[src/rtl/bcdm_pkg.sv]
`timescale 1ns/1ps
package bcdm_pkg;

  // One decimal digit plus carry-in. Returns {carry_out, digit}.
  function automatic logic [4:0] bcd_digit_add(input logic [3:0] x,
                                               input logic [3:0] y,
                                               input logic       ci);
    logic [4:0] s;
    s = {1'b0, x} + {1'b0, y} + {4'b0000, ci};
    if (s > 5'd9) s = s + 5'd6;
    return s;
  endfunction

  // Digit products that fall on decimal position p when both operands have n digits.
  function automatic int col_count(input int p, input int n);
    return (p < n) ? (p + 1) : (2 * n - 1 - p);
  endfunction

endpackage

[src/rtl/bcdm_col_stage.sv]
`timescale 1ns/1ps
// Stage 1: digit-by-digit binary products, summed per decimal position.
module bcdm_col_stage #(
  parameter int N_DIG = 4,
  parameter int CW    = 9
) (
  input  logic                         clk,
  input  logic                         rst,
  input  logic                         in_valid,
  input  logic [4*N_DIG-1:0]           opa,
  input  logic [4*N_DIG-1:0]           opb,
  output logic                         col_valid,
  output logic [(2*N_DIG-1)*CW-1:0]    col_q
);
  import bcdm_pkg::*;

  localparam int NCOL = 2 * N_DIG - 1;

  logic [7:0]    dprod [N_DIG][N_DIG];
  logic [CW-1:0] col_d [NCOL];

  // 1x1-digit multipliers: plain 4x4 binary, at most 81.
  for (genvar gi = 0; gi < N_DIG; gi++) begin : g_row
    for (genvar gj = 0; gj < N_DIG; gj++) begin : g_col
      assign dprod[gi][gj] = {4'b0000, opa[4*gi +: 4]} * {4'b0000, opb[4*gj +: 4]};
    end
  end

  // Binary reduction of each column.
  always_comb begin
    for (int p = 0; p < NCOL; p++) begin
      col_d[p] = '0;
      for (int i = 0; i < N_DIG; i++) begin
        for (int j = 0; j < N_DIG; j++) begin
          if (i + j == p) col_d[p] = col_d[p] + CW'(dprod[i][j]);
        end
      end
    end
  end

  always_ff @(posedge clk) begin
    if (rst) col_valid <= 1'b0;
    else     col_valid <= in_valid;
    for (int p = 0; p < NCOL; p++) col_q[p*CW +: CW] <= col_d[p];
  end

  // column totals stay within 81 times their operand count.
  for (genvar gp = 0; gp < NCOL; gp++) begin : g_chk
    p_col_bound_r9: assert property (@(posedge clk) disable iff (rst)
      col_valid |-> (int'(col_q[gp*CW +: CW]) <= 81 * col_count(gp, N_DIG)));
  end

endmodule

[src/rtl/bcdm_bin2dec.sv]
`timescale 1ns/1ps
// Combinational shift-and-add-3 conversion of a column total to decimal.
module bcdm_bin2dec #(
  parameter int W = 9,
  parameter int D = 3
) (
  input  logic [W-1:0]   bin,
  output logic [4*D-1:0] dec
);
  logic [4*D-1:0] acc;

  always_comb begin
    acc = '0;
    for (int k = W - 1; k >= 0; k--) begin
      for (int q = 0; q < D; q++) begin
        if (acc[4*q +: 4] >= 4'd5) acc[4*q +: 4] = acc[4*q +: 4] + 4'd3;
      end
      acc = {acc[4*D-2:0], bin[k]};
    end
    dec = acc;
  end

endmodule

[src/rtl/bcdm_bcd_ripple.sv]
`timescale 1ns/1ps
// Ripple-carry decimal adder, one digit cell per position.
module bcdm_bcd_ripple #(
  parameter int ND = 8
) (
  input  logic [4*ND-1:0] x,
  input  logic [4*ND-1:0] y,
  input  logic            cin,
  output logic [4*ND-1:0] sum,
  output logic            cout
);
  import bcdm_pkg::*;

  logic [ND:0] cy;
  assign cy[0] = cin;

  for (genvar g = 0; g < ND; g++) begin : g_dig
    logic [4:0] r;
    assign r              = bcd_digit_add(x[4*g +: 4], y[4*g +: 4], cy[g]);
    assign sum[4*g +: 4]  = r[3:0];
    assign cy[g+1]        = r[4];
  end

  assign cout = cy[ND];

endmodule

[src/rtl/bcdm_mul4.sv]
`timescale 1ns/1ps
module bcdm_mul4 #(
  parameter int N_DIG = 4
) (
  input  logic                 clk,
  input  logic                 rst,
  input  logic                 in_valid,
  input  logic [4*N_DIG-1:0]   opa,
  input  logic [4*N_DIG-1:0]   opb,
  output logic                 out_valid,
  output logic [8*N_DIG-1:0]   prod
);
  import bcdm_pkg::*;

  localparam int NCOL = 2 * N_DIG - 1;          // decimal positions of digit products
  localparam int PD   = 2 * N_DIG;              // product digits
  localparam int PW   = 4 * PD;                 // product bits
  localparam int CW   = $clog2(81 * N_DIG + 1); // column total width
  localparam int CD   = 3;                      // column decimal digits (<= 12 products)

  function automatic logic all_bcd(input logic [PW-1:0] v);
    logic ok;
    ok = 1'b1;
    for (int q = 0; q < PD; q++) if (v[4*q +: 4] > 4'd9) ok = 1'b0;
    return ok;
  endfunction

  // ---------------- stage 1: multiply and column reduce ----------------
  logic                 v1;
  logic [NCOL*CW-1:0]   col_q;

  bcdm_col_stage #(.N_DIG(N_DIG), .CW(CW)) i_cols (
    .clk      (clk),
    .rst      (rst),
    .in_valid (in_valid),
    .opa      (opa),
    .opb      (opb),
    .col_valid(v1),
    .col_q    (col_q)
  );

  // ---------------- stage 2: column conversion, operand merge ----------------
  logic [4*CD-1:0] dec_col [NCOL];

  for (genvar gp = 0; gp < NCOL; gp++) begin : g_conv
    bcdm_bin2dec #(.W(CW), .D(CD)) i_conv (
      .bin (col_q[gp*CW +: CW]),
      .dec (dec_col[gp])
    );
  end

  logic [PW-1:0] ev_d, od_d, cy_d;
  logic [PW-1:0] ev_q, od_q, cy_q;
  logic          v2;

  // Even-based columns -> one operand, odd-based -> another,
  // and the hundreds digits of both sets land on distinct positions -> third.
  always_comb begin
    ev_d = '0;
    od_d = '0;
    cy_d = '0;
    for (int p = 0; p < NCOL; p++) begin
      if (p % 2 == 0) ev_d[4*p +: 8] = dec_col[p][7:0];
      else            od_d[4*p +: 8] = dec_col[p][7:0];
      if (p + 2 < PD) cy_d[4*(p+2) +: 4] = dec_col[p][11:8];
    end
  end

  always_ff @(posedge clk) begin
    if (rst) v2 <= 1'b0;
    else     v2 <= v1;
    ev_q <= ev_d;
    od_q <= od_d;
    cy_q <= cy_d;
  end

  // ---------------- stage 3: first decimal addition ----------------
  logic [PW-1:0] s3_d, s3_q, cy3_q;
  logic          c3;
  logic          v3;

  bcdm_bcd_ripple #(.ND(PD)) i_add1 (
    .x    (ev_q),
    .y    (od_q),
    .cin  (1'b0),
    .sum  (s3_d),
    .cout (c3)
  );

  always_ff @(posedge clk) begin
    if (rst) v3 <= 1'b0;
    else     v3 <= v2;
    s3_q  <= s3_d;
    cy3_q <= cy_q;
  end

  // ---------------- stage 4: second decimal addition ----------------
  logic [PW-1:0] s4_d;
  logic          c4;

  bcdm_bcd_ripple #(.ND(PD)) i_add2 (
    .x    (s3_q),
    .y    (cy3_q),
    .cin  (1'b0),
    .sum  (s4_d),
    .cout (c4)
  );

  always_ff @(posedge clk) begin
    if (rst) out_valid <= 1'b0;
    else     out_valid <= v3;
    prod <= s4_d;
  end

  // ---------------- assertions ----------------
  p_latency_r3: assert property (@(posedge clk) disable iff (rst)
    out_valid |-> $past(in_valid, 4));

  p_rst_clear_r4: assert property (@(posedge clk)
    rst |=> !out_valid);

  p_mid_bcd_r5: assert property (@(posedge clk) disable iff (rst)
    v2 |-> (all_bcd(ev_q) && all_bcd(od_q) && all_bcd(cy_q)));

  p_out_bcd_r5: assert property (@(posedge clk) disable iff (rst)
    out_valid |-> all_bcd(prod));

  p_add1_nocarry_r8: assert property (@(posedge clk) disable iff (rst)
    v2 |-> !c3);

  p_add2_nocarry_r8: assert property (@(posedge clk) disable iff (rst)
    v3 |-> !c4);

  p_top_col_r9: assert property (@(posedge clk) disable iff (rst)
    v1 |-> (dec_col[NCOL-1][11:8] == 4'd0));

endmodule

[config.mk]
export PLATFORM = sky130hd
export DESIGN_NAME = bcdm_mul4
export DESIGN_NICKNAME = d
export VERILOG_FILES = /design/src/rtl/bcdm_pkg.sv /design/src/rtl/bcdm_col_stage.sv /design/src/rtl/bcdm_bin2dec.sv /design/src/rtl/bcdm_bcd_ripple.sv /design/src/rtl/bcdm_mul4.sv
export SDC_FILE = /design/constraint.sdc
export NUM_CORES = 1
export LEC_CHECK = 0
export BUFFER_PORTS_ARGS = -buffer_cell sky130_fd_sc_hd__buf_2
export CELL_PAD_IN_SITES_DETAIL_PLACEMENT = 1
export CELL_PAD_IN_SITES_GLOBAL_PLACEMENT = 1
export CORE_ASPECT_RATIO = 0.9
export CORE_UTILIZATION = 51
export CTS_CLUSTER_SIZE = 16
export DETAILED_ROUTE_END_ITERATION = 12
export GPL_TIMING_DRIVEN = 0
export PLACE_DENSITY_LB_ADDON = 0.1
export SKIP_LAST_GASP = 1
export SLEW_MARGIN = 10
export SYNTH_ARGS = -nofsm -noshare
export SYNTH_HDL_FRONTEND = slang
export SYNTH_SLANG_ARGS = --single-unit
[constraint.sdc]
create_clock -name clk -period 12.4 [get_ports clk]
set_clock_uncertainty 0.15 [all_clocks]
set_input_delay 2.48 -clock clk [delete_from_list [all_inputs] [get_ports clk]]
set_output_delay 2.48 -clock clk [all_outputs]
set_load 0.02 [all_outputs]
**After elaboration in Yosys (flattened, before gate mapping)**

Index checks and enable logic that the tools add are counted.

- Add/sub/neg operators: 114
- Magnitude comparators: 79
- Multiply operators: 16
- Muxes and demuxes: 79

Operators by type and width:

| cell | count |
|---|---|
| two-way mux 4 bit | 56 |
| greater-or-equal comparator 4 x 3 -> 1 bit (second input constant) | 49 |
| adder 4 x 2 -> 4 bit (second input constant) | 47 |
| multiplier 4 x 4 -> 8 bit | 16 |
| greater-than comparator 5 x 4 -> 1 bit (second input constant) | 14 |
| two-way mux 5 bit | 14 |
| adder 5 x 1 -> 5 bit | 12 |
| adder 5 x 3 -> 5 bit (second input constant) | 12 |
| adder 8 x 8 -> 9 bit | 5 |
| adder 3 x 2 -> 4 bit (second input constant) | 11 |
| adder 9 x 8 -> 9 bit | 4 |
| greater-or-equal comparator 3 bit (second input constant) | 12 |
| adder 4 x 3 -> 5 bit | 6 |
| adder 4 x 4 -> 5 bit | 6 |
| two-way mux 3 bit | 9 |
| adder 4 x 1 -> 5 bit | 2 |
| adder 4 x 3 -> 5 bit (second input constant) | 2 |
| adder 3 x 2 -> 3 bit (second input constant) | 3 |
| adder 4 x 3 -> 4 bit (second input constant) | 2 |
| greater-than comparator 4 bit (second input constant) | 2 |
| adder 2 x 2 -> 3 bit (second input constant) | 2 |
| greater-or-equal comparator 2 x 3 -> 1 bit (second input constant) | 2 |

- Logic and storage cells: 305
- Output and inout port bits: 33
- Flip-flop bits (word level): 221
- Bits of input ports: 35

**Depth between registers and ports, before layout**

- Depth after elaboration: 23
- Depth in mapped cells: 61
- Gate-level depth less buffers: 61

**Modules after synthesis**

A second synthesis with hierarchy kept.

- Cell total of the unflattened synthesis: 3461
- Area, all modules: 28850.2 um2

Modules (own cells, without submodules):

| module | instances | area each (um2) | cells each |
|---|---|---|---|
| bcdm_bin2dec | 7 | 1615.3 | 244 |
| bcdm_col_stage | 1 | 9585.4 | 1028 |
| bcdm_bcd_ripple | 2 | 2255.9 | 275 |
| bcdm_mul4 | 1 | 3445.8 | 175 |

**Worst setup path after synthesis**

OpenSTA, ideal clock, no wires.

- Kind: flip-flop to flip-flop
- From: register s3_q[2]
- To: register prod[31]
- Clock period less this slack: 11.225 ns
- Stages on the path, launching flop included: 62
- Setup time: 0.125 ns
- Slack: 1.175 ns
- Path buffers: 0
- Data arrival time: 10.950 ns
- Path through: dfxtp_1 nor2_1 nor2b_1 ha_1 ha_1 xnor2_1 ha_1 nor2_1 mux2i_1 fa_1 inv_1 fa_1 xnor2_1 ha_1 nor2_1 o21ai_0 and2_1 fa_1 (+26 left out) fa_1 inv_1 fa_1 inv_1 ha_1 inv_1 o21ai_0 and4_1 nor2_1 fa_1 inv_1 fa_1 inv_1 ha_1 a22oi_1 a22oi_1 nor2_1 xor2_1

- Word-level cells in the longest chain between the ends: 23

Ends and longest elaborated chain:

| item | RTL line | text |
|---|---|---|
| start: declaration | bcdm_mul4.sv:78 | `logic [PW-1:0] s3_d, s3_q, cy3_q;` |
| start signal: assignment | bcdm_mul4.sv:93 | `s3_q <= s3_d;` |
| adder 4 x 3 -> 5 bit / greater-than comparator 4 bit (equally long branches) | bcdm_pkg.sv:10 | `if (s > 5'd9) s = s + 5'd6;` |
| two-way mux 5 bit (*) | bcdm_pkg.sv:10 |  |
| adder 4 x 1 -> 5 bit (*) | bcdm_pkg.sv:9 | `s = {1'b0, x} + {1'b0, y} + {4'b0000, ci};` |
| adder 5 x 3 -> 5 bit / greater-than comparator 5 x 4 -> 1 bit (equally long branches) | bcdm_pkg.sv:10 |  |
| two-way mux 5 bit (*) | bcdm_pkg.sv:10 |  |
| adder 5 x 1 -> 5 bit (*) | bcdm_pkg.sv:9 |  |
| adder 5 x 3 -> 5 bit / greater-than comparator 5 x 4 -> 1 bit (equally long branches) | bcdm_pkg.sv:10 |  |
| two-way mux 5 bit (*) | bcdm_pkg.sv:10 |  |
| (+8 left out) | - |  |
| two-way mux 5 bit (*) | bcdm_pkg.sv:10 |  |
| adder 5 x 1 -> 5 bit (*) | bcdm_pkg.sv:9 |  |
| adder 5 x 3 -> 5 bit / greater-than comparator 5 x 4 -> 1 bit (equally long branches) | bcdm_pkg.sv:10 |  |
| two-way mux 5 bit (*) | bcdm_pkg.sv:10 |  |
| adder 5 x 1 -> 5 bit (*) | bcdm_pkg.sv:9 |  |
| adder 4 x 3 -> 4 bit / greater-than comparator 5 x 4 -> 1 bit (equally long branches) | bcdm_pkg.sv:10 |  |
| two-way mux 4 bit (*) | bcdm_pkg.sv:10 |  |
| named net i_add2.g_dig[7].r[3] | bcdm_bcd_ripple.sv:18 | `logic [4:0] r;` |
| end signal: assignment | bcdm_mul4.sv:112 | `prod <= s4_d;` |
| end: declaration | bcdm_mul4.sv:11 | `output logic [8*N_DIG-1:0] prod` |

Mark *: on every way through the listed nets, which the timed path passes. The rest lies on a longest branch.
A chain may end at the register's enable or synchronous reset.

**Final worst setup path**

- From: register s3_q[2]
- To: register prod[30]

The elaborated chain is that of the path after synthesis.

==> impl_metrics.tcl <==
set metrics [dict create \
    cts.sink_count 219 \
    startpoint_type "register" \
    drt_pass1_iterations 5 \
    number_of_remaining_drc_errors 0 \
    num_vias 16800 \
    setup_ws_ps 719 \
    core_area_um2 43000 \
    dp_hpwl_mm 42.5 \
    placement.setup.worst_slack_ps -603 \
    cts.path.max_buffers 3 \
    post_route_cells_drive_above_1_share_pct 9.67 \
    count_of_flip_flops_with_a_built_in_enable_after_synthesis 0 \
    cts.htree.levels 1 \
    syn_nets 2975 \
    timing.rr.start "s3_q[2]" \
    finalWorstPathRequiredPeriod_ps 11680 \
    worst_setup_path_startpoint "s3_q[2]" \
    drt_first_iter_violations 689 \
    leading_cell_type_in_the_layout_fill_and_taps_excluded "sky130_fd_sc_hd__inv_1" \
    via_count_of_the_first_global_routing_pass 17900 \
    cts.clk_slew.worst_paths_ps 60 \
    holdBufCountCts 0 \
    critical_path_arrival_ps 12030 \
    detailed_place.area_um2 23200 \
    crit_top_cell "sky130_fd_sc_hd__inv_1" \
    crit_path_max_fanout 4 \
    grt_setup_unrepaired "yes" \
    postRouteAntennaNets 0 \
    antenna_found_initial 1 \
    dominantRegCellSynth "sky130_fd_sc_hd__dfxtp_1" \
    maximum_number_of_pins_on_one_net_before_global_route_repair 14 \
    place.port_buffers 67 \
    ff2ff_setup_slack_ps 720 \
    post_synth.cell_area_avg_um2 9.14 \
    routed_wirelength_mm 53.9 \
    multiInputGateArea_um2 16400 \
    ff2ff_path_depth 61 \
    async_set_reset_flop_share_out_of_synthesis_pct 0 \
    status "completed" \
    tritoncts_clock_tree "built" \
    synth.yosys.seq_area_share_pct 19.7 \
    slew-limit-headroom_pct 42.3 \
    fillerInstances 5040 \
    critical-path-slowest-cell "sky130_fd_sc_hd__fa_2" \
    num_rows 72 \
    tightest_pin_transition_ps 842 \
    worstPathRequired_ps 12740 \
    dp_cells 3052 \
    place_congestion 0.850 \
    setup_viol_count_final 0 \
    root_buffer "sky130_fd_sc_hd__clkbuf_16" \
    layout.cells.most_common_list "sky130_fd_sc_hd__inv_1, sky130_fd_sc_hd__ha_1, sky130_fd_sc_hd__dfxtp_1" \
    track_usage_pct 24.6 \
    crit_path_end "prod[30]" \
    global_route_wire_length_before_repair_mm 89.2 \
    path_class "reg2reg" \
    syn-instance-count 2430 \
    drv.max_cap_violation_count 0 \
    fp.dieArea_um2 44400 \
    die_width_um 222 \
    ys_warn_count 0 \
    synthToLayoutAreaGrowth_pct 9.44 \
    floorplan.initialDensity_pct 51.7 \
    fin_area_um2 24300 \
    instances_no_fill 3108 \
    final-hold-violation-count 0 \
    avgViaCountPerCell 5.42 \
    grt_remaining_overflow 0 \
    timing.hold.worst.class "reg2reg" \
    sequential_cell_area_um2 4390 \
    n_antenna_cell 0 \
    die_h_um 200 \
    crit_path_max_incr_delay_ps 550 \
    boundaryPins 68 \
    synth_seq_cells 219 \
    insertion_delay_to_the_later_sink_of_the_worst_skew_pair_ps 570 \
    synthesis.area_um2 22200 \
    ys_types 90 \
    maxSlewViolCount 0 \
    reg2reg_to "prod[30]" \
    numCtsBuffers 26 \
    final_min_period_over_clock_period_pct 94.2 \
    detail_route.wl_per_cell_um 17.3 \
    timing.critical_path.to_type "register" \
    fmax_mhz 85.6 \
    fin_nets 3079 \
]
## Yosys cell counts, types with 31 or more instances
cell type / number / area (um2)
sky130_fd_sc_hd__a21o_1: 49 / 368
sky130_fd_sc_hd__a21oi_1: 134 / 671
sky130_fd_sc_hd__and2_1: 199 / 1240
sky130_fd_sc_hd__clkbuf_1: 36 / 135
sky130_fd_sc_hd__dfxtp_1: 219 / 4380
sky130_fd_sc_hd__fa_1: 182 / 3640
sky130_fd_sc_hd__ha_1: 328 / 4100
sky130_fd_sc_hd__inv_1: 364 / 1370
sky130_fd_sc_hd__mux2i_1: 66 / 661
sky130_fd_sc_hd__nand2_1: 147 / 552
sky130_fd_sc_hd__nand2b_1: 40 / 250
sky130_fd_sc_hd__nor2_1: 79 / 297
sky130_fd_sc_hd__nor2b_1: 50 / 313
sky130_fd_sc_hd__o21ai_0: 58 / 290
sky130_fd_sc_hd__xnor2_1: 104 / 911
sky130_fd_sc_hd__xor2_1: 31 / 272
## layout make-up
type,instances,area share (%)
multi-input cells,1799,67.5
flip-flops and latches,219,18.0
inverters,367,5.67
well taps,555,2.86
clock buffers,31,2.84
repair buffers,77,1.69
plain buffers,44,0.721
clock inverters,16,0.654
## routing by layer
| layer | track usage (%) | wire, um | part of all wire, % |
|---|---|---|---|
| met1 | 33.5 | 25800 | 48 |
| met2 | 42.2 | 25100 | 47 |
| met3 | 3.19 | 2030 | 3.8 |
| met4 | 4.94 | 982 | 1.8 |
| met5 | 0 | 0 | 0 |
## critical path, delay by kind of cell, from the launching register on
kind                       cells  cell delay (ps)
and+or+nand+nor               12             1600
xor gates and xnor gates       1              150
DFF                            1              340
buffers and inverters         18             1640
adders and majority gates     20             6190
AOI/OAI and AO/OA              8             1120
muxes                          2              450
## worst min path at each step
stage	from	endpoint	cells after the start
2_1_floorplan	cy_q[12]	cy3_q[12]	0
3_3_place_gp	cy_q[17]	cy3_q[17]	0
3_5_place_dp	cy_q[18]	cy3_q[18]	0
4_1_cts	ev_q[0]	s3_q[0]	0
5_1_grt	cy_q[21]	cy3_q[21]	0
6_report	i_cols.col_q[18]	ev_q[8]	0
## per-stage QoR
step	setup TNS, ps	hold WS (ps)	utilization [%]
detailed placement	-1620	164	54.1
global placement	0	161	54.1
CTS	0	178	56.2
global route	-169	187	56.6
finish	0	178	56.6
floorplan	0	160	-
## cells by family after synthesis
family                     Yosys count  synth area share (%)
AOI/OAI and AO/OA                  435                  13.3
xor gates and xnor gates           135                  5.32
adders and majority gates          510                  34.9
buffers and inverters              412                  7.01
DFF                                219                  19.7
muxes                              101                  4.87
and+or+nand+nor                    618                  14.9
## sequential cells by signal, indices dropped and copies added (netlist names)
signal and cells:
i_cols.col_q 61, ev_q 32, prod 32, s3_q 32, od_q 24, cy3_q 17, cy_q 17, i_cols.col_valid 1
out_valid 1, v2 1, v3 1
## repair_timing
| item | CTS | global route |
|---|---|---|
| gates resized for setup | 9 | 34 |
| pin swaps | 2 | 7 |
| setup endpoints to repair | 3 | 6 |
| setup buffers | 3 | 7 |
| gates cloned | 0 | 0 |
Power is left out: the tool's default activity adds up to more than one toggle a clock period on the data nets, which glitch-free logic cannot reach.
